### config.mk
export PLATFORM = sky130hd
export DESIGN_NAME = stim_seq_top
export DESIGN_NICKNAME = d
export VERILOG_FILES = /design/src/rtl/stim_pkg.sv /design/src/rtl/stim_chan_ctrl.sv /design/src/rtl/stim_sw_decode.sv /design/src/rtl/stim_mon_sel.sv /design/src/rtl/stim_seq_top.sv
export SDC_FILE = /design/constraint.sdc
export NUM_CORES = 1
export LEC_CHECK = 0
export BUFFER_PORTS_ARGS = -buffer_cell sky130_fd_sc_hd__buf_2
export CORE_MARGIN = 4
export CORE_UTILIZATION = 50
export DETAILED_ROUTE_END_ITERATION = 8
export PLACE_DENSITY = 0.71
export SETUP_SLACK_MARGIN = 0.05
export SLEW_MARGIN = 15
export SYNTH_ARGS = -nofsm -noshare
export SYNTH_HDL_FRONTEND = slang
export SYNTH_SLANG_ARGS = --single-unit
### constraint.sdc
create_clock -name clk -period 5.6 [get_ports clk]
set_input_delay 0.56 -clock clk [delete_from_list [all_inputs] [get_ports clk]]
set_output_delay 0.56 -clock clk [all_outputs]
set_load 0.02 [all_outputs]
### src/rtl/stim_pkg.sv
package stim_pkg;

  typedef enum logic [2:0] {
    PH_IDLE,
    PH_ARMED,
    PH_CATH,
    PH_GAP,
    PH_ANOD,
    PH_SHORT
  } phase_e;

  typedef struct packed {
    logic hi;
    logic dac;
    logic rf;
    logic lo;
  } sw_t;

  // Switch pattern for each phase of a pulse.
  function automatic sw_t sw_for(input phase_e p);
    sw_t s;
    s = '0;
    case (p)
      PH_CATH:  begin s.dac = 1'b1; s.hi = 1'b1; end
      PH_ANOD:  begin s.dac = 1'b1; s.lo = 1'b1; end
      PH_SHORT: s.rf = 1'b1;
      default:  s = '0;
    endcase
    return s;
  endfunction

  // Phases in which the current source is driven.
  function automatic logic is_drive(input phase_e p);
    return (p == PH_CATH) || (p == PH_ANOD);
  endfunction

endpackage

### src/rtl/stim_chan_ctrl.sv
module stim_chan_ctrl
  import stim_pkg::*;
#(
  parameter int SITES     = 4,
  parameter int AMP_W     = 5,
  parameter int RNG_W     = 2,
  parameter int DUR_W     = 8,
  parameter int SHORT_CYC = 4,
  localparam int SITE_W   = $clog2(SITES),
  localparam int SHORT_W  = $clog2(SHORT_CYC + 1),
  localparam int CNT_W    = (DUR_W > SHORT_W) ? DUR_W : SHORT_W
) (
  input  logic              clk,
  input  logic              rst_n,
  input  logic              inhibit,
  input  logic              load,
  input  logic              sync_mode,
  input  logic              trigger,
  input  logic [SITE_W-1:0] cmd_site,
  input  logic [AMP_W-1:0]  cmd_amp,
  input  logic [RNG_W-1:0]  cmd_range,
  input  logic [DUR_W-1:0]  cmd_phase,
  input  logic [DUR_W-1:0]  cmd_gap,
  output phase_e            phase_o,
  output logic [SITE_W-1:0] site_o,
  output logic [AMP_W-1:0]  amp_o,
  output logic [RNG_W-1:0]  rng_o,
  output logic              busy_o,
  output logic              armed_o,
  output logic              fire_o
);

  // Counter preload for a phase of length max(1,f): the phase ends on cnt==0.
  function automatic logic [CNT_W-1:0] phase_preload(input logic [DUR_W-1:0] f);
    logic [CNT_W-1:0] w;
    w = CNT_W'(f);
    return (w == '0) ? '0 : w - CNT_W'(1);
  endfunction

  function automatic logic [CNT_W-1:0] gap_preload(input logic [DUR_W-1:0] f);
    return CNT_W'(f) - CNT_W'(1);
  endfunction

  localparam logic [CNT_W-1:0] SHORT_LOAD = CNT_W'(SHORT_CYC - 1);

  phase_e            ph_q;
  logic [CNT_W-1:0]  cnt_q;
  logic [SITE_W-1:0] site_q;
  logic [AMP_W-1:0]  amp_q;
  logic [RNG_W-1:0]  rng_q;
  logic [DUR_W-1:0]  plen_q;
  logic [DUR_W-1:0]  gap_q;

  logic accept;
  logic cnt_done;

  assign accept   = load && (ph_q == PH_IDLE) && !inhibit;
  assign cnt_done = (cnt_q == '0);
  assign fire_o   = !inhibit && ((accept && !sync_mode) ||
                                 ((ph_q == PH_ARMED) && trigger));

  always_ff @(posedge clk or negedge rst_n) begin
    if (!rst_n) begin
      ph_q   <= PH_IDLE;
      cnt_q  <= '0;
      site_q <= '0;
      amp_q  <= '0;
      rng_q  <= '0;
      plen_q <= '0;
      gap_q  <= '0;
    end else if (inhibit) begin
      ph_q  <= PH_IDLE;
      cnt_q <= '0;
    end else begin
      case (ph_q)
        PH_IDLE: begin
          if (accept) begin
            site_q <= cmd_site;
            amp_q  <= cmd_amp;
            rng_q  <= cmd_range;
            plen_q <= cmd_phase;
            gap_q  <= cmd_gap;
            if (sync_mode) begin
              ph_q <= PH_ARMED;
            end else begin
              ph_q  <= PH_CATH;
              cnt_q <= phase_preload(cmd_phase);
            end
          end
        end
        PH_ARMED: begin
          if (trigger) begin
            ph_q  <= PH_CATH;
            cnt_q <= phase_preload(plen_q);
          end
        end
        PH_CATH: begin
          if (!cnt_done) begin
            cnt_q <= cnt_q - CNT_W'(1);
          end else if (gap_q != '0) begin
            ph_q  <= PH_GAP;
            cnt_q <= gap_preload(gap_q);
          end else begin
            ph_q  <= PH_ANOD;
            cnt_q <= phase_preload(plen_q);
          end
        end
        PH_GAP: begin
          if (!cnt_done) begin
            cnt_q <= cnt_q - CNT_W'(1);
          end else begin
            ph_q  <= PH_ANOD;
            cnt_q <= phase_preload(plen_q);
          end
        end
        PH_ANOD: begin
          if (!cnt_done) begin
            cnt_q <= cnt_q - CNT_W'(1);
          end else begin
            ph_q  <= PH_SHORT;
            cnt_q <= SHORT_LOAD;
          end
        end
        PH_SHORT: begin
          if (!cnt_done) begin
            cnt_q <= cnt_q - CNT_W'(1);
          end else begin
            ph_q <= PH_IDLE;
          end
        end
        default: ph_q <= PH_IDLE;
      endcase
    end
  end

  assign phase_o = ph_q;
  assign site_o  = site_q;
  assign amp_o   = amp_q;
  assign rng_o   = rng_q;
  assign busy_o  = (ph_q != PH_IDLE);
  assign armed_o = (ph_q == PH_ARMED);

endmodule

### src/rtl/stim_sw_decode.sv
module stim_sw_decode
  import stim_pkg::*;
#(
  parameter int SITES   = 4,
  localparam int SITE_W = $clog2(SITES)
) (
  input  phase_e            phase,
  input  logic [SITE_W-1:0] site,
  input  logic              inhibit,
  output logic [SITES-1:0]  hi,
  output logic [SITES-1:0]  dac,
  output logic [SITES-1:0]  rf,
  output logic [SITES-1:0]  lo
);

  sw_t pat;

  always_comb begin
    pat = inhibit ? '0 : sw_for(phase);
  end

  for (genvar j = 0; j < SITES; j++) begin : g_site
    logic sel;
    assign sel    = (site == SITE_W'(j));
    assign hi[j]  = pat.hi  && sel;
    assign dac[j] = pat.dac && sel;
    assign rf[j]  = pat.rf  && sel;
    assign lo[j]  = pat.lo  && sel;
  end

endmodule

### src/rtl/stim_mon_sel.sv
module stim_mon_sel #(
  parameter int N_CH    = 4,
  parameter int SITES   = 4,
  localparam int CH_W   = $clog2(N_CH),
  localparam int SITE_W = $clog2(SITES)
) (
  input  logic              mon_en,
  input  logic [CH_W-1:0]   mon_chan,
  input  logic [SITE_W-1:0] mon_site,
  output logic [N_CH-1:0]   chan_sel,
  output logic [SITES-1:0]  site_sel
);

  for (genvar c = 0; c < N_CH; c++) begin : g_ch
    assign chan_sel[c] = mon_en && (mon_chan == CH_W'(c));
  end

  for (genvar s = 0; s < SITES; s++) begin : g_st
    assign site_sel[s] = mon_en && (mon_site == SITE_W'(s));
  end

endmodule

### src/rtl/stim_seq_top.sv
module stim_seq_top
  import stim_pkg::*;
#(
  parameter int N_CH      = 4,
  parameter int SITES     = 4,
  parameter int AMP_W     = 5,
  parameter int RNG_W     = 2,
  parameter int DUR_W     = 8,
  parameter int SHORT_CYC = 4,
  localparam int CH_W     = $clog2(N_CH),
  localparam int SITE_W   = $clog2(SITES),
  localparam int EN_W     = N_CH * SITES
) (
  input  logic                   clk,
  input  logic                   rst_n,
  input  logic                   inhibit,
  input  logic                   sync_mode,
  input  logic                   cmd_valid,
  input  logic [CH_W-1:0]        cmd_chan,
  input  logic [SITE_W-1:0]      cmd_site,
  input  logic [AMP_W-1:0]       cmd_amp,
  input  logic [RNG_W-1:0]       cmd_range,
  input  logic [DUR_W-1:0]       cmd_phase,
  input  logic [DUR_W-1:0]       cmd_gap,
  input  logic                   trigger,
  input  logic                   mon_en,
  input  logic [CH_W-1:0]        mon_chan,
  input  logic [SITE_W-1:0]      mon_site,
  output logic [EN_W-1:0]        en_high,
  output logic [EN_W-1:0]        en_dac,
  output logic [EN_W-1:0]        en_ref,
  output logic [EN_W-1:0]        en_low,
  output logic [N_CH*AMP_W-1:0]  amp_code,
  output logic [N_CH*RNG_W-1:0]  range_code,
  output logic [N_CH-1:0]        busy,
  output logic [N_CH-1:0]        mon_chan_sel,
  output logic [SITES-1:0]       mon_site_sel
);

  phase_e            ph_w   [N_CH];
  logic [SITE_W-1:0] site_w [N_CH];
  logic [AMP_W-1:0]  amp_w  [N_CH];
  logic [RNG_W-1:0]  rng_w  [N_CH];
  logic [N_CH-1:0]   armed_w;
  logic [N_CH-1:0]   fire_w;

  for (genvar c = 0; c < N_CH; c++) begin : g_chan
    logic load_c;
    logic drive_c;

    assign load_c = cmd_valid && (cmd_chan == CH_W'(c));

    stim_chan_ctrl #(
      .SITES(SITES), .AMP_W(AMP_W), .RNG_W(RNG_W),
      .DUR_W(DUR_W), .SHORT_CYC(SHORT_CYC)
    ) u_ctrl (
      .clk       (clk),
      .rst_n     (rst_n),
      .inhibit   (inhibit),
      .load      (load_c),
      .sync_mode (sync_mode),
      .trigger   (trigger),
      .cmd_site  (cmd_site),
      .cmd_amp   (cmd_amp),
      .cmd_range (cmd_range),
      .cmd_phase (cmd_phase),
      .cmd_gap   (cmd_gap),
      .phase_o   (ph_w[c]),
      .site_o    (site_w[c]),
      .amp_o     (amp_w[c]),
      .rng_o     (rng_w[c]),
      .busy_o    (busy[c]),
      .armed_o   (armed_w[c]),
      .fire_o    (fire_w[c])
    );

    stim_sw_decode #(.SITES(SITES)) u_sw (
      .phase   (ph_w[c]),
      .site    (site_w[c]),
      .inhibit (inhibit),
      .hi      (en_high[c*SITES +: SITES]),
      .dac     (en_dac[c*SITES +: SITES]),
      .rf      (en_ref[c*SITES +: SITES]),
      .lo      (en_low[c*SITES +: SITES])
    );

    assign drive_c = is_drive(ph_w[c]) && !inhibit;
    assign amp_code[c*AMP_W +: AMP_W]   = drive_c ? amp_w[c] : '0;
    assign range_code[c*RNG_W +: RNG_W] = drive_c ? rng_w[c] : '0;
  end

  stim_mon_sel #(.N_CH(N_CH), .SITES(SITES)) u_mon (
    .mon_en   (mon_en),
    .mon_chan (mon_chan),
    .mon_site (mon_site),
    .chan_sel (mon_chan_sel),
    .site_sel (mon_site_sel)
  );

endmodule

==> impl_results.md, run 1 <==
* Pre-CTS setup slack at 2.68 ns
* Clock Power Share at 0.155
* Hold Crit Class: input port to async pin
* Syn Area/Cell at 8.49 sq um
* Post-synthesis instance total at 1225
* Kind of critical path: flop to primary output
* Initial antenna violation count at 1
* MaxCap Viol Count at 0
* Postcts setup bufs at 0
* Num Clock Sinks at 144
* Worst R2R Path Depth at 5
* GR Overflow Total at 0
* Post-synth EDFFs at 0
* P_int at 3680 uW
* 1st-iter DRT viols at 1114
* Slew HR at 0.238
* Seq. cell area at 3600 sq um
* Fin nets at 1387
* CP Capture Point: amp_code[8]
* Clock-pin slew on the worst setup and hold paths at 0.07 ns
* Critical Path Max Stage Delay at 0.70 ns
* Unrepaired setup endpoints after global routing: no
* Die ar. at 23200 sq um
* Placeable Area at 20400 sq um
* Sequential-to-total area share from yosys stat at 0.347
* Syn_nets at 1285
* Crit Path Max Fanout at 20
* Setup Skew at 0.00748 ns
* Crit-path cells: nand2_1, or3_1, and2_1, nor2b_1, buf_2
* Max-slew violation count at 0
* Total negative slack at 0 ns
* Std-Cell Rows at 52
* CP Launch Point: g_chan[1].u_ctrl.phase_o[1]
* Die W at 152 um
* Crit path DAT at 2.70 ns
* Most frequent cells in the layout: dfrtp_1, buf_2, nor2_1
* Synthesis-stage register bit count at 144
* Final min period at 3.26 ns
* Routed WL at 32.2 mm
* Initial core utilization at 0.511
* Cell Pwr Density at 601 nW/um^2
* Vias in the first global route at 9447
* Max IR drop VDD at 0.280 mV
* Share of post-route cells with drive strength above 1 at 0.216
* Final hold violations at 0
* Syn Std Cell Area at 10400 sq um
* P_leak at 0.00523 uW
* Flop pwr share at 0.313
* HPWL Detailed at 23.1 mm
* RePlAce Congestion at 0.922
* Multi-input logic area at 6350 sq um
* Largest net degree at the start of global routing at 91
* F_max at 0.307 GHz
* Area delta synth->final at 13.3%
* Die Y at 152 um
* First-pass GRT wire length at 51.3 mm
* Fraction of registers with async set/reset at 1.00
* CTS Buf Count at 17
* Wire per inst at 20.0 um
* Cell variety after synth at 70
* Tcrit/Tclk final at 0.582
* Slack of the critical path at 2.34 ns
* Antenna-violating nets left at 0
* Crit path max-delay cell type: dfrtp_1
* Crit. End Element: primary output
* Crit path required time at 5.04 ns
* Routed via count at 9979
* CTS resizes at 0
* Clock Latency Late Sink at 0.43 ns
* Type of origin of the critical path: flop
* Synth Flop Type: dfrtp_1
* Status: complete, no violations
* Setup-failing EPs final at 0
* Ys Warns at 0
* CTS tree: done
* Via/cell ratio at 6.19
* Gate power share at 0.532
* Sw Ratio at 0.480
* Worst r2r dst: g_chan[2].u_ctrl.cnt_q[4]
* Port Buffers at 141
* Filler Cell Count at 1825
* Reg2reg start: g_chan[2].u_ctrl.cnt_q[4]
* Total track usage at 0.273
* Net Switching at 3400 uW
* DR pass1 iterations at 5
* Hold-fix buffers, CTS at 0
* Hold WS at 0.213 ns
* Worst-Margin Slew at 1.14 ns
* Most common cell after layout, fill and taps aside: dfrtp_1
* H-tree Lvls at 4
* Reg2reg setup slack at 2.80 ns
* DR DRC count at 0
* # IOs at 142
* Max Buffers Root-to-Sink at 2
* CTS root buf: clkbuf_16
==> power groups by stage <==
| stage | clock network [uW] | registers (uW) | logic, uW |
|---|---|---|---|
| global placement | 0 | 2190 | 3640 |
| global route | 1150 | 2310 | 4150 |
| finish | 1100 | 2220 | 3770 |
| CTS | 1110 | 2200 | 3700 |
| floorplan | 0 | 1930 | 3030 |
| detailed placement | 0 | 2210 | 3660 |
==> critical path, delay by kind of cell (launching register included) <==
family,cells,cell delay [ns]
AND/OR/NAND/NOR,4,1.39
flip-flops,1,0.70
buffers and inverters,1,0.18
==> cells by family (layout without fill, tap and decap cells) <==
| logic type | after synthesis | after routing | synth area share |
|---|---|---|---|
| AND/OR/NAND/NOR | 492 | 492 | 0.245 |
| AO/OA/AOI/OAI | 314 | 314 | 0.198 |
| flip-flops | 144 | 144 | 0.347 |
| buffers and inverters | 111 | 226 | 0.0431 |
| multiplexers | 93 | 93 | 0.0997 |
| XOR/XNOR | 49 | 49 | 0.0413 |
| adder cells (fa/ha/maj) | 22 | 22 | 0.0265 |
| other | 0 | 1 | 0 |
==> metal layers <==
layer / up-vias / GRT usage / part of all wire
met5: - / 0 / 0.00040
met4: 2 / 0.0985 / 0.028
met3: 74 / 0.0690 / 0.087
met2: 500 / 0.430 / 0.45
met1: 4742 / 0.366 / 0.43
li1: 4661 / - / -
==> sequential cells by signal, summed over array words and instances (netlist names) <==
signal / cells
g_chan.u_ctrl.gap_q: 32
g_chan.u_ctrl.cnt_q: 32
g_chan.u_ctrl.rng_o: 8
g_chan.u_ctrl.plen_q: 32
g_chan.u_ctrl.amp_o: 20
g_chan.u_ctrl.site_o: 8
g_chan.u_ctrl.phase_o: 12
==> area by class of cell <==
cell class / instances / area share
sequential: 144 / 0.306
clock inverter: 12 / 0.00956
tap: 270 / 0.0287
multi-input combinational: 970 / 0.539
timing repair buffer: 145 / 0.0630
antenna: 1 / 0.000212
clock buffer: 20 / 0.0379
inverter: 49 / 0.0156
==> stage by stage <==
step                      area, sq um  utilization  std cells  total power (uW)
after floorplan                 10400            -       1225              4950
after global placement          11200        0.551       1578              5830
after detailed placement        11200        0.551       1578              5870
after CTS                       11800        0.578       1610              7000
after global routing            11800        0.578       1610              7610
final                           11800        0.578       1611              7080
==> cell usage after synthesis, types with 6 or more instances <==
master     count  share of area
a21o_1        15          0.011
a21oi_1       90          0.043
a221oi_1       9         0.0076
a22o_1        12          0.010
a22oi_1        6         0.0043
a31oi_1       11         0.0066
and2_1         7         0.0042
and3_1         7         0.0042
buf_2          7         0.0034
clkbuf_1      47          0.017
dfrtp_1      144           0.35
ha_1          22          0.026
inv_1         49          0.018
mux2_2        84          0.091
mux2i_1        9         0.0087
nand2_1      109          0.039
nand2b_1      27          0.016
nand3_1       21          0.010
nand3b_1       7         0.0051
nand4_1        6         0.0036
nor2_1       117          0.042
nor2b_1       39          0.023
nor3_1        49          0.024
nor3b_1       21          0.015
nor4_1        19          0.011
nor4b_1        7         0.0059
o2111ai_1      7         0.0059
o211ai_1      10         0.0072
o21ai_0       65          0.031
o221ai_1      10         0.0084
o22ai_1       11         0.0066
o31ai_1       19          0.014
or2_2         10         0.0060
or3_1         14         0.0084
or3b_2         7         0.0059
or4_1         13         0.0094
xnor2_1       26          0.022
xor2_1        23          0.019
==> worst min path at each step <==
stage,startpoint,endpoint,cells past startpoint
finish,rst_n,g_chan[1].u_ctrl.cnt_q[1],1
global route,rst_n,g_chan[1].u_ctrl.phase_o[0],1
CTS,rst_n,g_chan[1].u_ctrl.phase_o[0],1
detailed placement,g_chan[1].u_ctrl.amp_o[3],g_chan[1].u_ctrl.amp_o[3],1
global placement,g_chan[0].u_ctrl.amp_o[4],g_chan[0].u_ctrl.amp_o[4],1
floorplan,rst_n,g_chan[0].u_ctrl.amp_o[0],0
No activity file was read; power rests on OpenSTA's default activity.
==> run 2: changes to the inputs <==
==> constraint.sdc (replaced) <==
create_clock -name clk -period 3.09 [get_ports clk]
set_input_delay 0.309 -clock clk [delete_from_list [all_inputs] [get_ports clk]]
set_output_delay 0.309 -clock clk [all_outputs]
set_load 0.02 [all_outputs]
==> run 2 against run 1 <==
  * Critical path type unchanged
  * Sequential power up 78%
  * Clock skew rose by 0.0046 ns
  * Largest power group unchanged
  * Global-route usage increased by 0.25 points
==> impl_results.md, run 2 (synthesized netlist as in run 1, its figures left out) <==
* Status: complete, no violations
* Kind of critical path: flop to primary output
* Clock-pin slew on the worst setup and hold paths at 0.06 ns (about the same)
* Most common cell after layout, fill and taps aside: dfrtp_1
* M2 GR Usage at 0.429 (-0.000847)
* Initial antenna violation count at 0 (-1)
* Total negative slack at 0 ns (unchanged)
* Routed WL at 32.8 mm (+1.7%)
* First-pass GRT wire length at 52.2 mm (+1.6%)
* Slew HR at 0.463 (+0.226)
* Total Power at 13100 uW (+85%)
* Placed cell areas at 11400 sq um (+1.9%)
* Max Buffers Root-to-Sink at 2 (unchanged)
* CTS root buf: clkbuf_16
* Setup-failing EPs final at 0 (unchanged)
* Fin nets at 1414 (+1.9%)
* Port Buffers at 141 (unchanged)
* Worst-Margin Slew at 0.799 ns (-0.342 ns)
* Final Util at 0.591 (+0.0123)
* Routed via count at 10089 (+1.1%)
* Initial core utilization at 0.511 (unchanged)
* Diodes inserted at 0 (-1)
* Final instance area at 12000 sq um (+2.1%)
* Clock Power Share at 0.162 (+0.007)
* 1st-iter DRT viols at 1086 (-2.5%)
* Hold Crit Class: input port to flop
* Gate power share at 0.536 (+0.004)
* GR Util met1 at 0.384 (+0.0184)
* Critical Path Max Stage Delay at 0.64 ns (-0.06 ns)
* P_int at 6930 uW (+88%)
* Gr busiest metal: met2
* Largest net degree at the start of global routing at 68 (-25%)
* Net Switching at 6180 uW (+82%)
* Placeable Area at 20400 sq um (unchanged)
* F_max at 0.354 GHz
* Std-Cell Rows at 52 (unchanged)
* Vias in the first global route at 9626 (+1.9%)
* Wire per inst at 20.0 um (about the same)
* Final hold violations at 0 (unchanged)
* Die W at 152 um (unchanged)
* HPWL Detailed at 24.0 mm (+3.8%)
* Num Clock Sinks at 144 (unchanged)
* MaxCap Viol Count at 0 (unchanged)
* P_leak at 0.00539 uW (+3.2%)
* Final min period at 2.82 ns
* Antenna-violating nets left at 0 (unchanged)
* Sw Ratio at 0.472 (-0.00880)
* Die Y at 152 um (unchanged)
* Share of post-route cells with drive strength above 1 at 0.232 (+0.0155)
* Regs by FF count: g_chan.u_ctrl.cnt_q: 32 flops, g_chan.u_ctrl.gap_q: 32 flops, g_chan.u_ctrl.plen_q: 32 flops
* RePlAce Congestion at 0.988 (+7.1%)
* Slack of the critical path at 0.266 ns (-2.07 ns)
* Clock Latency Late Sink at 0.42 ns (about the same)
* Max IR drop VDD at 0.475 mV (+69%)
* Die ar. at 23200 sq um (unchanged)
* DR DRC count at 0 (unchanged)
* Postcts setup bufs at 0 (unchanged)
* CTS Buf Count at 17 (unchanged)
* Crit path max-delay cell type: nor2b_1
* Setup Skew at 0.0121 ns (+0.00464 ns)
* Crit path DAT at 2.51 ns (-0.19 ns)
* Via/cell ratio at 6.16 (-0.50%)
* Max-slew violation count at 0 (unchanged)
* Pre-CTS setup slack at 0.546 ns (-2.13 ns)
* Unrepaired setup endpoints after global routing: no
* Tcrit/Tclk final at 0.914
* # IOs at 142 (unchanged)
* Total track usage at 0.275 (+0.00251)
* Area delta synth->final at 15.7%
* Met3 usage at 0.0605 (-0.00852)
* Most frequent cells in the layout: dfrtp_1, buf_2, nor2_1
* Crit path required time at 2.78 ns (-2.26 ns)
* Crit Path Max Fanout at 17 (-15%)
* Flop pwr share at 0.302 (-0.011)
* Cell Pwr Density at 1090 nW/um^2 (+81%)
* DR pass1 iterations at 5 (unchanged)
* Crit. End Element: primary output
* GR Overflow Total at 0 (unchanged)
* Type of origin of the critical path: flop
* Crit-path cells: nor2b_1, nand3b_1, nor3_1, buf_2
* H-tree Lvls at 4 (unchanged)
* CTS tree: done
[run 2: changes by cell type in the layout (fill, tap and decap cells not counted), sizes merged]
cell	change
clkbuf	-1
inv	+2
clkinvlp	-3
bufinv	+2
dlygate4sd3	+1
diode	-1
buf	+26
[run 2: through the flow]
stage          hold slack, ns  cells
2_1_floorplan          0.0134   1225
3_3_place_gp            0.346   1604
3_5_place_dp            0.348   1604
4_1_cts                 0.157   1637
5_1_grt                 0.193   1637
6_report                0.171   1637
[run 2: worst paths after layout]
path                                              end                   startpoint  cells after the start  slack, ns
min reg2reg                 g_chan[2].u_ctrl.amp_o[0]    g_chan[2].u_ctrl.amp_o[0]                      1       0.50
min in group asynchronous   g_chan[1].u_ctrl.cnt_q[1]                        rst_n                      2       0.46
max in group asynchronous   g_chan[3].u_ctrl.cnt_q[4]                        rst_n                      3       1.89
max                                         en_ref[0]  g_chan[0].u_ctrl.phase_o[2]                      4       0.27
min                        g_chan[3].u_ctrl.plen_q[0]                 cmd_phase[0]                      3       0.17
max reg2reg                 g_chan[0].u_ctrl.cnt_q[4]    g_chan[0].u_ctrl.cnt_q[5]                      6       0.50
[run 2: critical path: cells and delay by family, from the launching register on]
| family | cells | cell delay, ns |
|---|---|---|
| simple gates | 3 | 1.26 |
| flops | 1 | 0.63 |
| buf+inv | 1 | 0.21 |
[run 2: area by class of cell]
| type | instances | area (sq um) |
|---|---|---|
| repair buffers | 172 | 960 |
| clock buffers | 19 | 433 |
| inverters | 49 | 184 |
| clock inverters | 13 | 160 |
| fillers | 1768 | 8330 |
| flip-flops and latches | 144 | 3600 |
| well taps | 270 | 338 |
| multi-input cells | 970 | 6350 |
[run 2: timing repair]
item                                   4_1_cts  5_1_grt
gates resized for setup                      0        1
setup endpoints to repair                    0        8
endpoints found under the hold margin       65        0
hold buffers                                 1        0
[run 2: power by group through the flow]
stage	logic, uW	registers, uW	clock network (uW)
2_1_floorplan	5490	3490	0
3_3_place_gp	6810	3890	0
3_5_place_dp	6850	3930	0
4_1_cts	6910	3920	2150
5_1_grt	7710	4100	2230
6_report	7030	3960	2130
[run 2: layer usage]
layer  vias to the layer above  routed length (um)  part of all wire
met1                      4777               14200              0.43
met4                         0                 986             0.030
met3                        76                2970             0.091
li1                       4723                   -                 -
met2                       513               14600              0.45
met5                         -                   0                 0
==> run 3: changes to the inputs <==
--- a/config.mk
+++ b/config.mk
@@ -5,11 +5,10 @@
 export SDC_FILE = /design/constraint.sdc
 export NUM_CORES = 1
 export LEC_CHECK = 0
-export BUFFER_PORTS_ARGS = -buffer_cell sky130_fd_sc_hd__buf_2
 export CORE_MARGIN = 4
 export CORE_UTILIZATION = 50
 export DETAILED_ROUTE_END_ITERATION = 8
-export PLACE_DENSITY = 0.71
+export DONT_BUFFER_PORTS = 1
 export SETUP_SLACK_MARGIN = 0.05
 export SLEW_MARGIN = 15
 export SYNTH_ARGS = -nofsm -noshare
==> constraint.sdc (replaced) <==
create_clock -name clk -period 3.1 [get_ports clk]
set_input_delay 0.31 -clock clk [delete_from_list [all_inputs] [get_ports clk]]
set_output_delay 0.31 -clock clk [all_outputs]
set_load 0.02 [all_outputs]
==> run 3 against run 2 <==
  * The flow now finishes with violations (hold timing)
  * Sequential power is 2% lower
  * Final cell count decreased by 7.8%
  * Clock skew fell by 0.0027 ns
  * Clock power up 5%
  * Design area is 4.7% lower
  * Register-to-register slack better by 0.02 ns
  * Largest cell class unchanged
  * Non-clock buffer count decreased by 126
  * Global-route usage decreased by 0.42 points
  * Routed wire length down 2.9%
  * Power down 0.91%
  * First-iteration DRC count is 16% lower
==> impl_results.md, run 3 (synthesized netlist as in run 1, its figures left out) <==
* Status: complete, but fails checks
* Violated checks: hold timing
* Largest net degree at the start of global routing at 145 (+110%)
* Crit. End Element: primary output
* Diodes inserted at 0 (unchanged)
* Pre-CTS setup slack at 0.535 ns (-0.0116 ns)
* P_int at 6990 uW (+0.90%)
* Kind of critical path: flop to primary output
* Crit-path cells: inv_1, nand2_1, or3_1, and2_1, nor2b_1
* Slew HR at 0.493 (+0.0299)
* Share of post-route cells with drive strength above 1 at 0.152 (-0.0803)
* HPWL Detailed at 23.3 mm (-2.5%)
* Most frequent cells in the layout: dfrtp_1, nor2_1, nand2_1
* Gate power share at 0.530 (-0.006)
* Port Buffers at 0 (-100%)
* P_leak at 0.00476 uW (-12%)
* MaxCap Viol Count at 0 (unchanged)
* Final Util at 0.563 (-0.0279)
* Postcts setup bufs at 0 (unchanged)
* DR pass1 iterations at 5 (unchanged)
* Hold-fix buffers, CTS at 4 (+3)
* Final hold violations at 144 (+144)
* Most common cell after layout, fill and taps aside: dfrtp_1
* Via/cell ratio at 6.28 (+1.9%)
* Flop pwr share at 0.298 (-0.004)
* Area delta synth->final at 10.3%
* Largest delay share family, worst path: simple AND/OR/NAND/NOR gates
* Max Buffers Root-to-Sink at 2 (unchanged)
* DR DRC count at 0 (unchanged)
* Initial core utilization at 0.511 (unchanged)
* Antenna-violating nets left at 0 (unchanged)
* Net Switching at 6000 uW (-2.9%)
* Clock Power Share at 0.172 (+0.010)
* CTS Buf Count at 17 (unchanged)
* Vias in the first global route at 9095 (-5.5%)
* Slack of the critical path at 0.0960 ns (-0.170 ns)
* Fin nets at 1288 (-8.9%)
* Max-slew violation count at 0 (unchanged)
* Regs by FF count: g_chan.u_ctrl.cnt_q: 32 flops, g_chan.u_ctrl.gap_q: 32 flops, g_chan.u_ctrl.plen_q: 32 flops
* 1st-iter DRT viols at 914 (-16%)
* F_max at 0.333 GHz
* Die ar. at 23200 sq um (unchanged)
* Tcrit/Tclk final at 0.969
* Clock-pin slew on the worst setup and hold paths at 0.07 ns (about the same)
* Worst-Margin Slew at 0.760 ns (-0.0387 ns)
* Crit path required time at 2.79 ns (about the same)
* CTS root buf: clkbuf_16
* Clock Latency Late Sink at 0.44 ns (+0.02 ns)
* WP buf/inv at 1 (unchanged)
* H-tree Lvls at 4 (unchanged)
* Setup Skew at 0.00943 ns (-0.00269 ns)
* Crit path max-delay cell type: dfrtp_1
* Unrepaired setup endpoints after global routing: yes
* Die Y at 152 um (unchanged)
* Total track usage at 0.271 (-0.00419)
* Critical Path Max Stage Delay at 0.58 ns (-0.06 ns)
* # IOs at 142 (unchanged)
* Routed via count at 9480 (-6.0%)
* RePlAce Congestion at 0.945 (-4.4%)
* Routed WL at 31.8 mm (-2.9%)
* Initial antenna violation count at 1 (+1)
* Final min period at 3.00 ns
* Crit path DAT at 2.69 ns (+0.18 ns)
* Type of origin of the critical path: flop
* Die W at 152 um (unchanged)
* Placeable Area at 20400 sq um (unchanged)
* Num Clock Sinks at 144 (unchanged)
* First-pass GRT wire length at 50.5 mm (-3.1%)
* CTS tree: done
* Max IR drop VDD at 0.473 mV (-0.41%)
* Hold Crit Class: input port to async pin
* Crit Path Max Fanout at 18 (+1)
* GR Overflow Total at 0 (unchanged)
* Wire per inst at 21.1 um (+5.2%)
* Sw Ratio at 0.462 (-0.00964)
* Std-Cell Rows at 52 (unchanged)
* Hold WS at -0.428 ns (-0.599 ns)
* Setup-failing EPs final at 0 (unchanged)
* Cell Pwr Density at 1130 nW/um^2 (+4.0%)
## run 3: metrics by stage
step	power, uW	hold WS (ns)	area [sq um]	setup TNS (ns)	instances
6_report	13000	-0.428	11500	0	1510
3_3_place_gp	10600	0.0186	10800	0	1475
3_5_place_dp	10600	0.0194	10800	0	1475
2_1_floorplan	8950	0.0144	10400	0	1225
4_1_cts	12900	-0.437	11500	0	1510
5_1_grt	14000	-0.455	11500	-0.114	1510
## run 3: power by group through the flow
stage | Clock (uW) | Sequential (uW) | Combinational, uW
floorplan | 0 | 3480 | 5470
global placement | 0 | 3860 | 6760
detailed placement | 0 | 3870 | 6770
CTS | 2270 | 3850 | 6820
global route | 2370 | 4030 | 7600
finish | 2240 | 3870 | 6880
## run 3: path summary, 6_finish.rpt
check | startpoint | end | slack [ns] | cells after the start
setup / recovery | g_chan[1].u_ctrl.phase_o[2] | amp_code[6] | 0.1 | 5
hold / removal | rst_n | g_chan[2].u_ctrl.cnt_q[7] | -0.43 | 0
setup reg to reg | g_chan[3].u_ctrl.cnt_q[0] | g_chan[3].u_ctrl.cnt_q[4] | 0.52 | 8
hold reg to reg | g_chan[2].u_ctrl.amp_o[2] | g_chan[2].u_ctrl.amp_o[2] | 0.50 | 1
max in group asynchronous | rst_n | g_chan[0].u_ctrl.gap_q[0] | 3.25 | 0
min in group clk | cmd_phase[0] | g_chan[3].u_ctrl.plen_q[0] | 0.01 | 2
## run 3: repair_timing
action,4_1_cts,5_1_grt
resized for setup,0,1
endpoints found under the hold margin,151,144
endpoints found under the setup margin,0,7
## run 3: per-layer routing
layer  up-vias  wire length (um)  global-route usage
met2       375             13900               0.407
met5         -                 0                   0
met1      4593             14300               0.384
met4         0               695              0.0779
li1       4466                 -                   -
met3        46              2900              0.0775
## run 3: layout make-up
class                           count  area [sq um]
Fill cell                        1877          8900
Multi-Input combinational cell    970          6350
Sequential cell                   144          3600
Clock buffer                       19           443
Timing Repair Buffer               46           355
Tap cell                          270           338
Clock inverter                     12           185
Inverter                           49           184
